### config.mk
export PLATFORM = sky130hd
export DESIGN_NAME = phy_bringup_seq
export DESIGN_NICKNAME = d
export VERILOG_FILES = /design/src/rtl/physeq_pkg.sv /design/src/rtl/physeq_delay.sv /design/src/rtl/physeq_polls.sv /design/src/rtl/physeq_fsm.sv /design/src/rtl/phy_bringup_seq.sv
export SDC_FILE = /design/constraint.sdc
export NUM_CORES = 1
export LEC_CHECK = 0
export CAP_MARGIN = 20
export CORE_UTILIZATION = 50
export DETAILED_ROUTE_END_ITERATION = 8
export DONT_BUFFER_PORTS = 1
export HOLD_SLACK_MARGIN = 0.05
export PLACE_DENSITY = 0.64
export SLEW_MARGIN = 25
export SYNTH_ARGS = -nofsm -noshare
export SYNTH_HDL_FRONTEND = slang
export SYNTH_HIERARCHICAL = 1
export SYNTH_SLANG_ARGS = --single-unit
### constraint.sdc
create_clock -name clk -period 7.7 [get_ports clk]
set_clock_uncertainty 0.05 [all_clocks]
set_input_delay 0.77 -clock clk [delete_from_list [all_inputs] [get_ports clk]]
set_output_delay 0.77 -clock clk [all_outputs]
set_load 0.01 [all_outputs]
### src/rtl/physeq_pkg.sv
package physeq_pkg;
  localparam int PHY_DW = 16;

  localparam logic [PHY_DW-1:0] CLKRST_ADDR   = 16'h7F3F;
  localparam logic [PHY_DW-1:0] LANESTAT_ADDR = 16'h2003;
  localparam int                RST_BIT       = 0;
  localparam int                LOCK_BIT      = 1;
  localparam logic [PHY_DW-1:0] RESET_VAL     = PHY_DW'(1) << RST_BIT;
  localparam logic [PHY_DW-1:0] LOCK_MASK     = PHY_DW'(1) << LOCK_BIT;

  typedef enum logic [1:0] {
    OP_ADDR  = 2'd0,
    OP_WRITE = 2'd1,
    OP_READ  = 2'd2
  } op_e;

  typedef enum logic [1:0] {
    ST_IDLE,
    ST_ISSUE,
    ST_WAIT,
    ST_DELAY
  } st_e;

  typedef enum logic [1:0] {
    STEP_RST_ADDR,
    STEP_RST_WR,
    STEP_POLL_ADDR,
    STEP_POLL_RD
  } step_e;

  typedef struct packed {
    op_e              op;
    logic [PHY_DW-1:0] data;
  } cmd_t;

  function automatic cmd_t step_cmd(step_e s);
    cmd_t c;
    case (s)
      STEP_RST_ADDR:  c = '{op: OP_ADDR,  data: CLKRST_ADDR};
      STEP_RST_WR:    c = '{op: OP_WRITE, data: RESET_VAL};
      STEP_POLL_ADDR: c = '{op: OP_ADDR,  data: LANESTAT_ADDR};
      default:        c = '{op: OP_READ,  data: '0};
    endcase
    return c;
  endfunction

  function automatic logic pll_locked(logic [PHY_DW-1:0] rdata);
    return |(rdata & LOCK_MASK);
  endfunction
endpackage

### src/rtl/physeq_delay.sv
module physeq_delay #(
  parameter int DELAY_CYC = 18750
) (
  input  logic clk,
  input  logic rst_n,
  input  logic load_i,
  input  logic run_i,
  output logic expired_o
);
  localparam int CW = $clog2(DELAY_CYC + 1);
  localparam logic [CW-1:0] LOAD_VAL = CW'(DELAY_CYC - 1);

  logic [CW-1:0] cnt;

  always_ff @(posedge clk or negedge rst_n) begin
    if (!rst_n)                    cnt <= '0;
    else if (load_i)               cnt <= LOAD_VAL;
    else if (run_i && cnt != '0)   cnt <= cnt - 1'b1;
  end

  assign expired_o = run_i && (cnt == '0);

  AST_DELAY_BOUND: assert property (@(posedge clk) disable iff (!rst_n)
    cnt <= LOAD_VAL);
  AST_LOAD_NOT_EXPIRED: assert property (@(posedge clk) disable iff (!rst_n)
    load_i |=> (DELAY_CYC == 1) || !expired_o);
endmodule

### src/rtl/physeq_polls.sv
module physeq_polls #(
  parameter int MAX_POLLS = 10
) (
  input  logic clk,
  input  logic rst_n,
  input  logic clear_i,
  input  logic step_i,
  output logic last_o
);
  localparam int PW = $clog2(MAX_POLLS + 1);
  localparam logic [PW-1:0] LIMIT = PW'(MAX_POLLS);

  logic [PW-1:0] cnt;

  always_ff @(posedge clk or negedge rst_n) begin
    if (!rst_n)                      cnt <= '0;
    else if (clear_i)                cnt <= '0;
    else if (step_i && cnt != LIMIT) cnt <= cnt + 1'b1;
  end

  assign last_o = (cnt == LIMIT);

  AST_POLL_BOUND: assert property (@(posedge clk) disable iff (!rst_n)
    cnt <= LIMIT);
  AST_NO_STEP_PAST_LIMIT: assert property (@(posedge clk) disable iff (!rst_n)
    last_o |-> !step_i);
endmodule

### src/rtl/physeq_fsm.sv
module physeq_fsm
  import physeq_pkg::*;
(
  input  logic              clk,
  input  logic              rst_n,
  input  logic              start_i,
  input  logic              rsp_valid_i,
  input  logic              rsp_err_i,
  input  logic [PHY_DW-1:0] rsp_rdata_i,
  input  logic              delay_expired_i,
  input  logic              polls_last_i,
  output logic              busy_o,
  output logic              done_o,
  output logic              error_o,
  output logic              cmd_valid_o,
  output op_e               cmd_op_o,
  output logic [PHY_DW-1:0] cmd_data_o,
  output logic              delay_load_o,
  output logic              delay_run_o,
  output logic              poll_clear_o,
  output logic              poll_step_o
);
  st_e   state;
  step_e step;
  cmd_t  cur_cmd;

  // Named events for the assertions and the helper counters
  logic ev_start, ev_rsp_ok, ev_hs_fail, ev_lock, ev_exhausted;
  logic ev_finish_ok, ev_finish_err;

  assign ev_start      = (state == ST_IDLE) && start_i;
  assign ev_rsp_ok     = (state == ST_WAIT) && rsp_valid_i && !rsp_err_i;
  assign ev_hs_fail    = (state == ST_WAIT) && rsp_valid_i && rsp_err_i;
  assign ev_lock       = ev_rsp_ok && (step == STEP_POLL_RD) && pll_locked(rsp_rdata_i);
  assign ev_exhausted  = ev_rsp_ok && (step == STEP_POLL_RD) && !pll_locked(rsp_rdata_i)
                         && polls_last_i;
  assign ev_finish_ok  = ev_lock;
  assign ev_finish_err = ev_hs_fail || ev_exhausted;

  assign delay_load_o = ev_rsp_ok && ((step == STEP_RST_WR) ||
                        ((step == STEP_POLL_RD) && !ev_lock && !ev_exhausted));
  assign delay_run_o  = (state == ST_DELAY);
  assign poll_clear_o = ev_start;
  assign poll_step_o  = (state == ST_DELAY) && delay_expired_i;

  always_ff @(posedge clk or negedge rst_n) begin
    if (!rst_n) begin
      state   <= ST_IDLE;
      step    <= STEP_RST_ADDR;
      done_o  <= 1'b0;
      error_o <= 1'b0;
    end else begin
      done_o  <= ev_finish_ok || ev_finish_err;
      error_o <= ev_finish_err;
      case (state)
        ST_IDLE: begin
          if (start_i) begin
            state <= ST_ISSUE;
            step  <= STEP_RST_ADDR;
          end
        end
        ST_ISSUE: state <= ST_WAIT;
        ST_WAIT: begin
          if (ev_finish_ok || ev_finish_err) begin
            state <= ST_IDLE;
          end else if (delay_load_o) begin
            state <= ST_DELAY;
          end else if (ev_rsp_ok) begin
            state <= ST_ISSUE;
            step  <= (step == STEP_RST_ADDR) ? STEP_RST_WR : STEP_POLL_RD;
          end
        end
        default: begin
          if (delay_expired_i) begin
            state <= ST_ISSUE;
            step  <= STEP_POLL_ADDR;
          end
        end
      endcase
    end
  end

  assign cur_cmd     = step_cmd(step);
  assign cmd_valid_o = (state == ST_ISSUE);
  assign cmd_op_o    = cur_cmd.op;
  assign cmd_data_o  = cur_cmd.data;
  assign busy_o      = (state != ST_IDLE);

  AST_BUSY_ON_START: assert property (@(posedge clk) disable iff (!rst_n)
    (!busy_o && start_i) |=> (busy_o && cmd_valid_o));
  AST_START_IGNORED: assert property (@(posedge clk) disable iff (!rst_n)
    (cmd_valid_o && start_i) |=> (busy_o && !cmd_valid_o));
  AST_ONE_CYCLE_CMD: assert property (@(posedge clk) disable iff (!rst_n)
    cmd_valid_o |=> !cmd_valid_o);
  AST_FAIL_ABORTS: assert property (@(posedge clk) disable iff (!rst_n)
    (busy_o && rsp_valid_i && rsp_err_i) |=> (done_o && error_o && !busy_o));
  AST_DONE_PULSE: assert property (@(posedge clk) disable iff (!rst_n)
    done_o |=> !done_o);
  AST_ERR_WITH_DONE: assert property (@(posedge clk) disable iff (!rst_n)
    error_o |-> done_o);
  AST_DONE_NOT_BUSY: assert property (@(posedge clk) disable iff (!rst_n)
    done_o |-> !busy_o);
endmodule

### src/rtl/phy_bringup_seq.sv
module phy_bringup_seq
  import physeq_pkg::*;
#(
  parameter int DELAY_CYC = 18750,
  parameter int MAX_POLLS = 10
) (
  input  logic        clk,
  input  logic        rst_n,
  input  logic        start_i,
  output logic        busy_o,
  output logic        done_o,
  output logic        error_o,
  output logic        cmd_valid_o,
  output logic [1:0]  cmd_op_o,
  output logic [15:0] cmd_data_o,
  input  logic        rsp_valid_i,
  input  logic        rsp_err_i,
  input  logic [15:0] rsp_rdata_i
);
  logic delay_load, delay_run, delay_expired;
  logic poll_clear, poll_step, polls_last;
  op_e  cmd_op;

  physeq_fsm u_fsm (
    .clk             (clk),
    .rst_n           (rst_n),
    .start_i         (start_i),
    .rsp_valid_i     (rsp_valid_i),
    .rsp_err_i       (rsp_err_i),
    .rsp_rdata_i     (rsp_rdata_i),
    .delay_expired_i (delay_expired),
    .polls_last_i    (polls_last),
    .busy_o          (busy_o),
    .done_o          (done_o),
    .error_o         (error_o),
    .cmd_valid_o     (cmd_valid_o),
    .cmd_op_o        (cmd_op),
    .cmd_data_o      (cmd_data_o),
    .delay_load_o    (delay_load),
    .delay_run_o     (delay_run),
    .poll_clear_o    (poll_clear),
    .poll_step_o     (poll_step)
  );

  physeq_delay #(.DELAY_CYC(DELAY_CYC)) u_delay (
    .clk       (clk),
    .rst_n     (rst_n),
    .load_i    (delay_load),
    .run_i     (delay_run),
    .expired_o (delay_expired)
  );

  physeq_polls #(.MAX_POLLS(MAX_POLLS)) u_polls (
    .clk     (clk),
    .rst_n   (rst_n),
    .clear_i (poll_clear),
    .step_i  (poll_step),
    .last_o  (polls_last)
  );

  assign cmd_op_o = cmd_op;
endmodule

==> results.tsv, run 1 <==
stage	metric	value	unit
outcome	outcome	finished clean	
sta	drv_slew	0	
drt	wl_met1	1280	um
die	io_pins	43	
sta	rsz0062_at_grt	no	
setup_path	rr_startpoint	u_fsm/state[1]	
setup_path	cp_max_fo	5	
drt	drt-total-wl	2860	um
grt	grt_max_degree	26	
synth	seq_area_frac_synth	37.8	%
synth	synth.top_cell.area_share	37.8	%
die	rows	20	
sta	worst_pin_slew	832	ps
drt	vias_per_cell	5.81	
placement	dp_cells	204	
pwr	power.share.switching	43.7	%
drt	wl_per_cell	13.7	um
clocking	h-tree-depth	1	
drt	drtIter0Drc	48	
sta	tns	0	ps
clocking	cts_made_buffers	3	
synth	netlist_area	1650	um2
placement	place_ws	4850	ps
clocking	clk_latency	310	ps
layout	drive_above_1_share	12.1	%
grt	grt_pass1_vias	1130	
setup_path	cp.arrival	3000	ps
placement	gp_congestion	0.762	
worst_hold_path	hold_class	in2async	
synth	yosysWarnings	6	
drt	antenna_left	0	
setup_path	cp-start-kind	flip-flop	
drt	firstDrtPassIters	4	
drt	drc	0	
drt	route.vias.total	1215	
sta	period_share	36.8	%
clocking	cts-root-buf	clkbuf_4	
layout	nets	195	
die	die_h	59.5	um
setup_path	crit_type	reg2reg	
die	start_util	53.3	%
layout	syn_to_final_growth	0.0758	%
grt	grt_pass1_wl	4890	um
pwr	irDropWorstVdd	0.215	mV
pwr	p_int	0.000253	W
setup_path	r2r-end	u_fsm/step[1]	
setup_path	reg2reg_slack	4860	ps
pwr	pwr-share-clk	12.7	%
job	drv_cap	0	
synth	synth.distinct_cells	49	
sta	layout_setup_ws	4860	ps
placement	portBuffers	0	
synth	synth_seq_cells	25	
clocking	clkTransAtPathRegs	140	ps
layout	fin_util	53.3	%
pwr	switchingPower	0.000196	W
synth	async_flop_share	100	%
grt	grt_antenna_before_repair	0	
synth	synth_most_common_cell	dfrtp_1	
synth	synthFlopType	dfrtp_1	
clocking	cts_setup_buffers	0	
placement	hpwl	2210	um
setup_path	required	7870	ps
layout	fillers	311	
layout	diodes	0	
die	die_w	59.5	um
drt	route.met3.wl	90	um
synth	synth_commonest_cells	dfrtp_1, buf_4, inv_1, nor2_1, nand2_1	
sta	hold_violations	0	
pwr	leakage	0.662	nW
grt	grt_overflow	0	
clocking	clock_sinks	25	
die	core_area	3100	um2
synth	avgSynthCellArea	9.51	um2
pwr	p_comb_share	42.8	%
sta	finalCriticalPeriod	2840	ps
drt	dr.max_layer_used	met4	
die	die_area	3540	um2
synth	synth-edff-count	0	
synth	synth_cells	174	
synth	synthTopCellsByArea	dfrtp_1, ha_1, buf_4, a21oi_1, mux2_4	
setup_path	rr_worst_depth	7	
sta	final-setup-viol-count	0	
clocking	tritoncts	yes	
drt	wl_met2	1470	um
clocking	clock_path_buffers	2	
layout	finalNonFillerCells	209	
pwr	power_per_cell_area	271	nW/um2
sta	max_freq	353	MHz
synth	yosys.area.top_type	dfrtp_1	
sta	max_slew_margin	44.0	%
grt	track_usage	18.3	%
pwr	seq_power_share	44.5	%
setup_path	end_kind	flip-flop	
==> logic make-up after synthesis <==
family / Yosys count / share of synthesized area (%)
xor+xnor: 4 / 2.12
flops: 25 / 37.8
mux: 4 / 3.40
simple gates: 71 / 25.9
buf+inv: 28 / 9.76
fa+ha+maj: 8 / 6.05
compound gates: 33 / 14.7
other cells: 1 / 0.227
==> cell type report <==
cell class / count / area, um2 / area share [%]
clock buffer: 3 / 22.5 / 1.36
clock inverter: 1 / 5.00 / 0.302
inverter: 12 / 45.0 / 2.72
multi-input combinational: 123 / 882 / 53.3
sequential: 25 / 626 / 37.8
tap: 44 / 55.1 / 3.33
timing repair buffer: 1 / 20.0 / 1.21
==> flip-flops by register name, summed over array words and instances, names as in the netlist <==
name and count:
u_fsm/done_o 1, u_fsm/step 2, u_fsm/error_o 1, u_fsm/state 2, u_polls/cnt 4, u_delay/cnt 15
==> how the worst max path moves through the flow <==
stage                    start  slack [ps]  cells after the start             to
2_1_floorplan  u_delay/cnt[11]        5140                      6  u_fsm/step[1]
3_3_place_gp    u_fsm/state[1]        4900                      7  u_fsm/step[1]
3_5_place_dp    u_fsm/state[1]        4850                      7  u_fsm/step[1]
4_1_cts         u_fsm/state[1]        4850                      7  u_fsm/step[1]
5_1_grt         u_fsm/state[1]        4650                      7  u_fsm/step[1]
6_report        u_fsm/state[1]        4860                      7  u_fsm/step[1]
==> metal layers <==
metal / up-vias / global-route usage [%]
met1: 590 / 22.9
li1: 607 / -
met5: - / 0
met3: 2 / 3.71
met2: 16 / 31.3
met4: 0 / 5.98
==> per-stage QoR <==
stage | hold WS, ps | power (W) | instance area [um2]
floorplan | 424 | 0.000399 | 1660
CTS | 60.0 | 0.000448 | 1630
detailed placement | 425 | 0.000389 | 1600
global placement | 425 | 0.000381 | 1600
finish | 194 | 0.000449 | 1660
global route | 174 | 0.000493 | 1660
==> power by group through the flow <==
stage / clock network (W) / logic (W) / registers [W]
after floorplan: 0 / 0.000209 / 0.000190
after global placement: 0 / 0.000184 / 0.000198
after detailed placement: 0 / 0.000189 / 0.000200
after CTS: 0.0000602 / 0.000190 / 0.000198
after global routing: 0.0000668 / 0.000221 / 0.000204
final: 0.0000571 / 0.000192 / 0.000200
==> worst max-delay path, stage by stage (launching register included) <==
cell and delay, ps:
dfrtp_1 450, ha_1 300, nand2_1 110, or3_1 340, nor4_1 570, nor3_2 90
or4_4 510, mux2_4 310
==> placed cells by master, fill, tap and decap left out, drive strengths merged, types with 2 or more instances in the layout <==
cell,count
mux2,4
o21a,2
nor4,8
inv,12
nand4,4
dfrtp,25
o21ai,5
nand2b,2
clkbuf,3
nand2,10
xor2,2
nand3,4
nor2,11
nor2b,4
a31oi,2
o41ai,2
o211a,2
and2,2
xnor2,2
o211ai,2
ha,8
o31ai,4
nor3,4
or3,7
and3,2
or4,8
conb,3
or3b,2
a21oi,9
==> timing repair <==
action | in CTS | in global routing
hold buffers | 0 | 1
endpoints found under the hold margin | 0 | 25
gates resized for setup | 0 | 0
Note: power is estimated with default switching activity, not from simulation.
==> run 2, diff against run 1 <==
==> constraint.sdc (replaced) <==
create_clock -name clk -period 2.7 [get_ports clk]
set_clock_uncertainty 0.05 [all_clocks]
set_input_delay 0.27 -clock clk [delete_from_list [all_inputs] [get_ports clk]]
set_output_delay 0.27 -clock clk [all_outputs]
set_load 0.01 [all_outputs]
==> run 2 against run 1 <==
Flip-flop and latch count unchanged. Utilization increased by 1.9 points. Largest cell class unchanged. Sequential share of layout area decreased by 1.3 points. Die area unchanged. Critical endpoint unchanged. Sequential power increased to 2.8 times the previous value. Global-route usage increased by 0.24 points. Register-to-register slack got worse by 4700 ps. Total power increased to 2.9 times the previous value. Worst hold slack got worse by 120 ps. Final cell count increased by 3.3%.
==> results.tsv, run 2 (same netlist as run 1, synthesis figures left out) <==
stage	metric	value	unit
layout	nets	202	
setup_path	cp.arrival	2710	ps
sta	finalCriticalPeriod	2550	ps
clocking	cts_made_buffers	3	
clocking	cts_setup_buffers	0	
worst_hold_path	whs_endpoint	u_fsm/error_o	
sta	period_share	94.3	%
placement	hpwl	2170	um
sta	tns	0	ps
drt	drtIter0Drc	52	
pwr	p_int	0.000740	W
pwr	power.share.switching	43.3	%
die	start_util	53.3	%
clocking	clk_latency	310	ps
setup_path	rr_worst_depth	6	
drt	drc	0	
layout	largest_register	u_delay/cnt	
clocking	clkTransAtPathRegs	130	ps
grt	grt_antenna_before_repair	0	
setup_path	end_kind	flip-flop	
layout	largest_register_ffs	15	
layout	top_regs	u_delay/cnt (15), u_polls/cnt (4)	
setup_path	r2r-end	u_fsm/step[1]	
layout	most-common-layout-cells	dfrtp_1, inv_1, nand2_1, nor2_1, a21oi_1	
setup_path	required	2860	ps
grt	grt_overflow	0	
clocking	tritoncts	yes	
setup_path	cp-start-kind	flip-flop	
sta	whs	73.7	ps
die	io_pins	43	
pwr	p_comb_share	44.3	%
pwr	irDropWorstVdd	0.600	mV
layout	final_common_cell	dfrtp_1	
drt	wl_per_cell	13.4	um
pwr	leakage	0.695	nW
grt	grt_pass1_wl	5020	um
layout	fillers	314	
layout	regArea	626	um2
layout	multi_input_area	883	um2
pwr	seq_power_share	43.3	%
setup_path	crit_type	reg2reg	
pwr	p_total	0.00130	W
clocking	clock_sinks	25	
worst_hold_path	hold_class	in2reg	
drt	route.vias.total	1223	
pwr	pwr-share-clk	12.5	%
grt	grt_max_degree	26	
setup_path	cp_max_fo	7	
sta	final-setup-viol-count	0	
clocking	h-tree-depth	1	
sta	drv_slew	0	
setup_path	reg2reg_slack	150	ps
sta	hold_violations	0	
job	drv_cap	0	
sta	max_freq	393	MHz
pwr	switchingPower	0.000564	W
outcome	outcome	finished clean	
placement	portBuffers	0	
drt	drt-total-wl	2900	um
drt	vias_per_cell	5.66	
worst_hold_path	hold_depth	2	
sta	max_slew_margin	59.9	%
sta	rsz0062_at_grt	no	
sta	worst_pin_slew	597	ps
clocking	clock_path_buffers	2	
die	rows	20	
layout	drive_above_1_share	15.1	%
pwr	power_per_cell_area	761	nW/um2
clocking	cts-root-buf	clkbuf_4	
setup_path	startpoint	u_delay/cnt[11]	
die	core_area	3100	um2
die	die_area	3540	um2
setup_path	rr_startpoint	u_delay/cnt[11]	
layout	syn_to_final_growth	3.63	%
worst_hold_path	hold_path.startpoint	rsp_rdata_i[1]	
drt	antenna_left	0	
drt	firstDrtPassIters	4	
grt	grt_pass1_vias	1183	
die	die_w	59.5	um
grt	track_usage	18.5	%
layout	diodes	0	
placement	gp_congestion	0.770	
die	die_h	59.5	um
-- run 2: cell types whose count changed in the layout (fill, tap and decap cells not counted) --
cell / previous run / this run
buf_4: 0 / 5
dlygate4sd3_1: 0 / 2
nor2_2: 0 / 1
nor2_4: 1 / 0
nor4_1: 7 / 6
nor4_2: 1 / 2
-- run 2: area by class of cell --
type	instances	share of cell area (%)
inverter	12	2.63
clock inverter	1	0.292
sequential	25	36.5
multi-input combinational	123	51.5
tap	44	3.21
clock buffer	3	1.31
timing repair buffer	8	4.53
-- run 2: stage by stage --
step / cells / worst slack [ps] / utilization [%] / cell area, um2
after floorplan: 176 / 141 / - / 1660
after global placement: 209 / 145 / 52.9 / 1640
after detailed placement: 209 / 138 / 52.9 / 1640
after CTS: 216 / 103 / 55.0 / 1710
after global routing: 216 / 47.7 / 55.2 / 1710
final: 216 / 154 / 55.2 / 1710
-- run 2: layer usage --
metal	part of all wire [%]	vias to the layer above	track usage, %
li1	-	619	-
met1	46	589	23.5
met2	50	13	31.9
met3	3.3	2	3.06
met4	0.59	0	5.98
met5	0	-	0
-- run 2: worst max-delay path, cell delays in order, from the launching register on --
cell     delay (ps)
dfrtp_1         460
or4_4           600
nor4_2          320
buf_4           170
nor3_2           40
or4_4           500
mux2_4          310
-- run 2: power groups by stage --
stage / Combinational [W] / Sequential (W) / Clock [W]
finish: 0.000578 / 0.000564 / 0.000163
global route: 0.000666 / 0.000585 / 0.000189
CTS: 0.000581 / 0.000563 / 0.000172
detailed placement: 0.000565 / 0.000571 / 0
global placement: 0.000548 / 0.000564 / 0
floorplan: 0.000597 / 0.000542 / 0
-- run 2: repair_timing --
action,in CTS,in global routing
endpoints found under the hold margin,28,0
hold buffers,3,0
resized for setup,0,1
endpoints found under the setup margin,0,1
-- run 2: worst max path at each step --
stage / cells after the start / to / slack, ps
2_1_floorplan: 6 / u_fsm/step[1] / 140
3_3_place_gp: 6 / u_fsm/step[1] / 150
3_5_place_dp: 6 / u_fsm/step[1] / 140
4_1_cts: 6 / u_fsm/step[1] / 100
5_1_grt: 9 / u_fsm/step[1] / 50
6_report: 6 / u_fsm/step[1] / 150
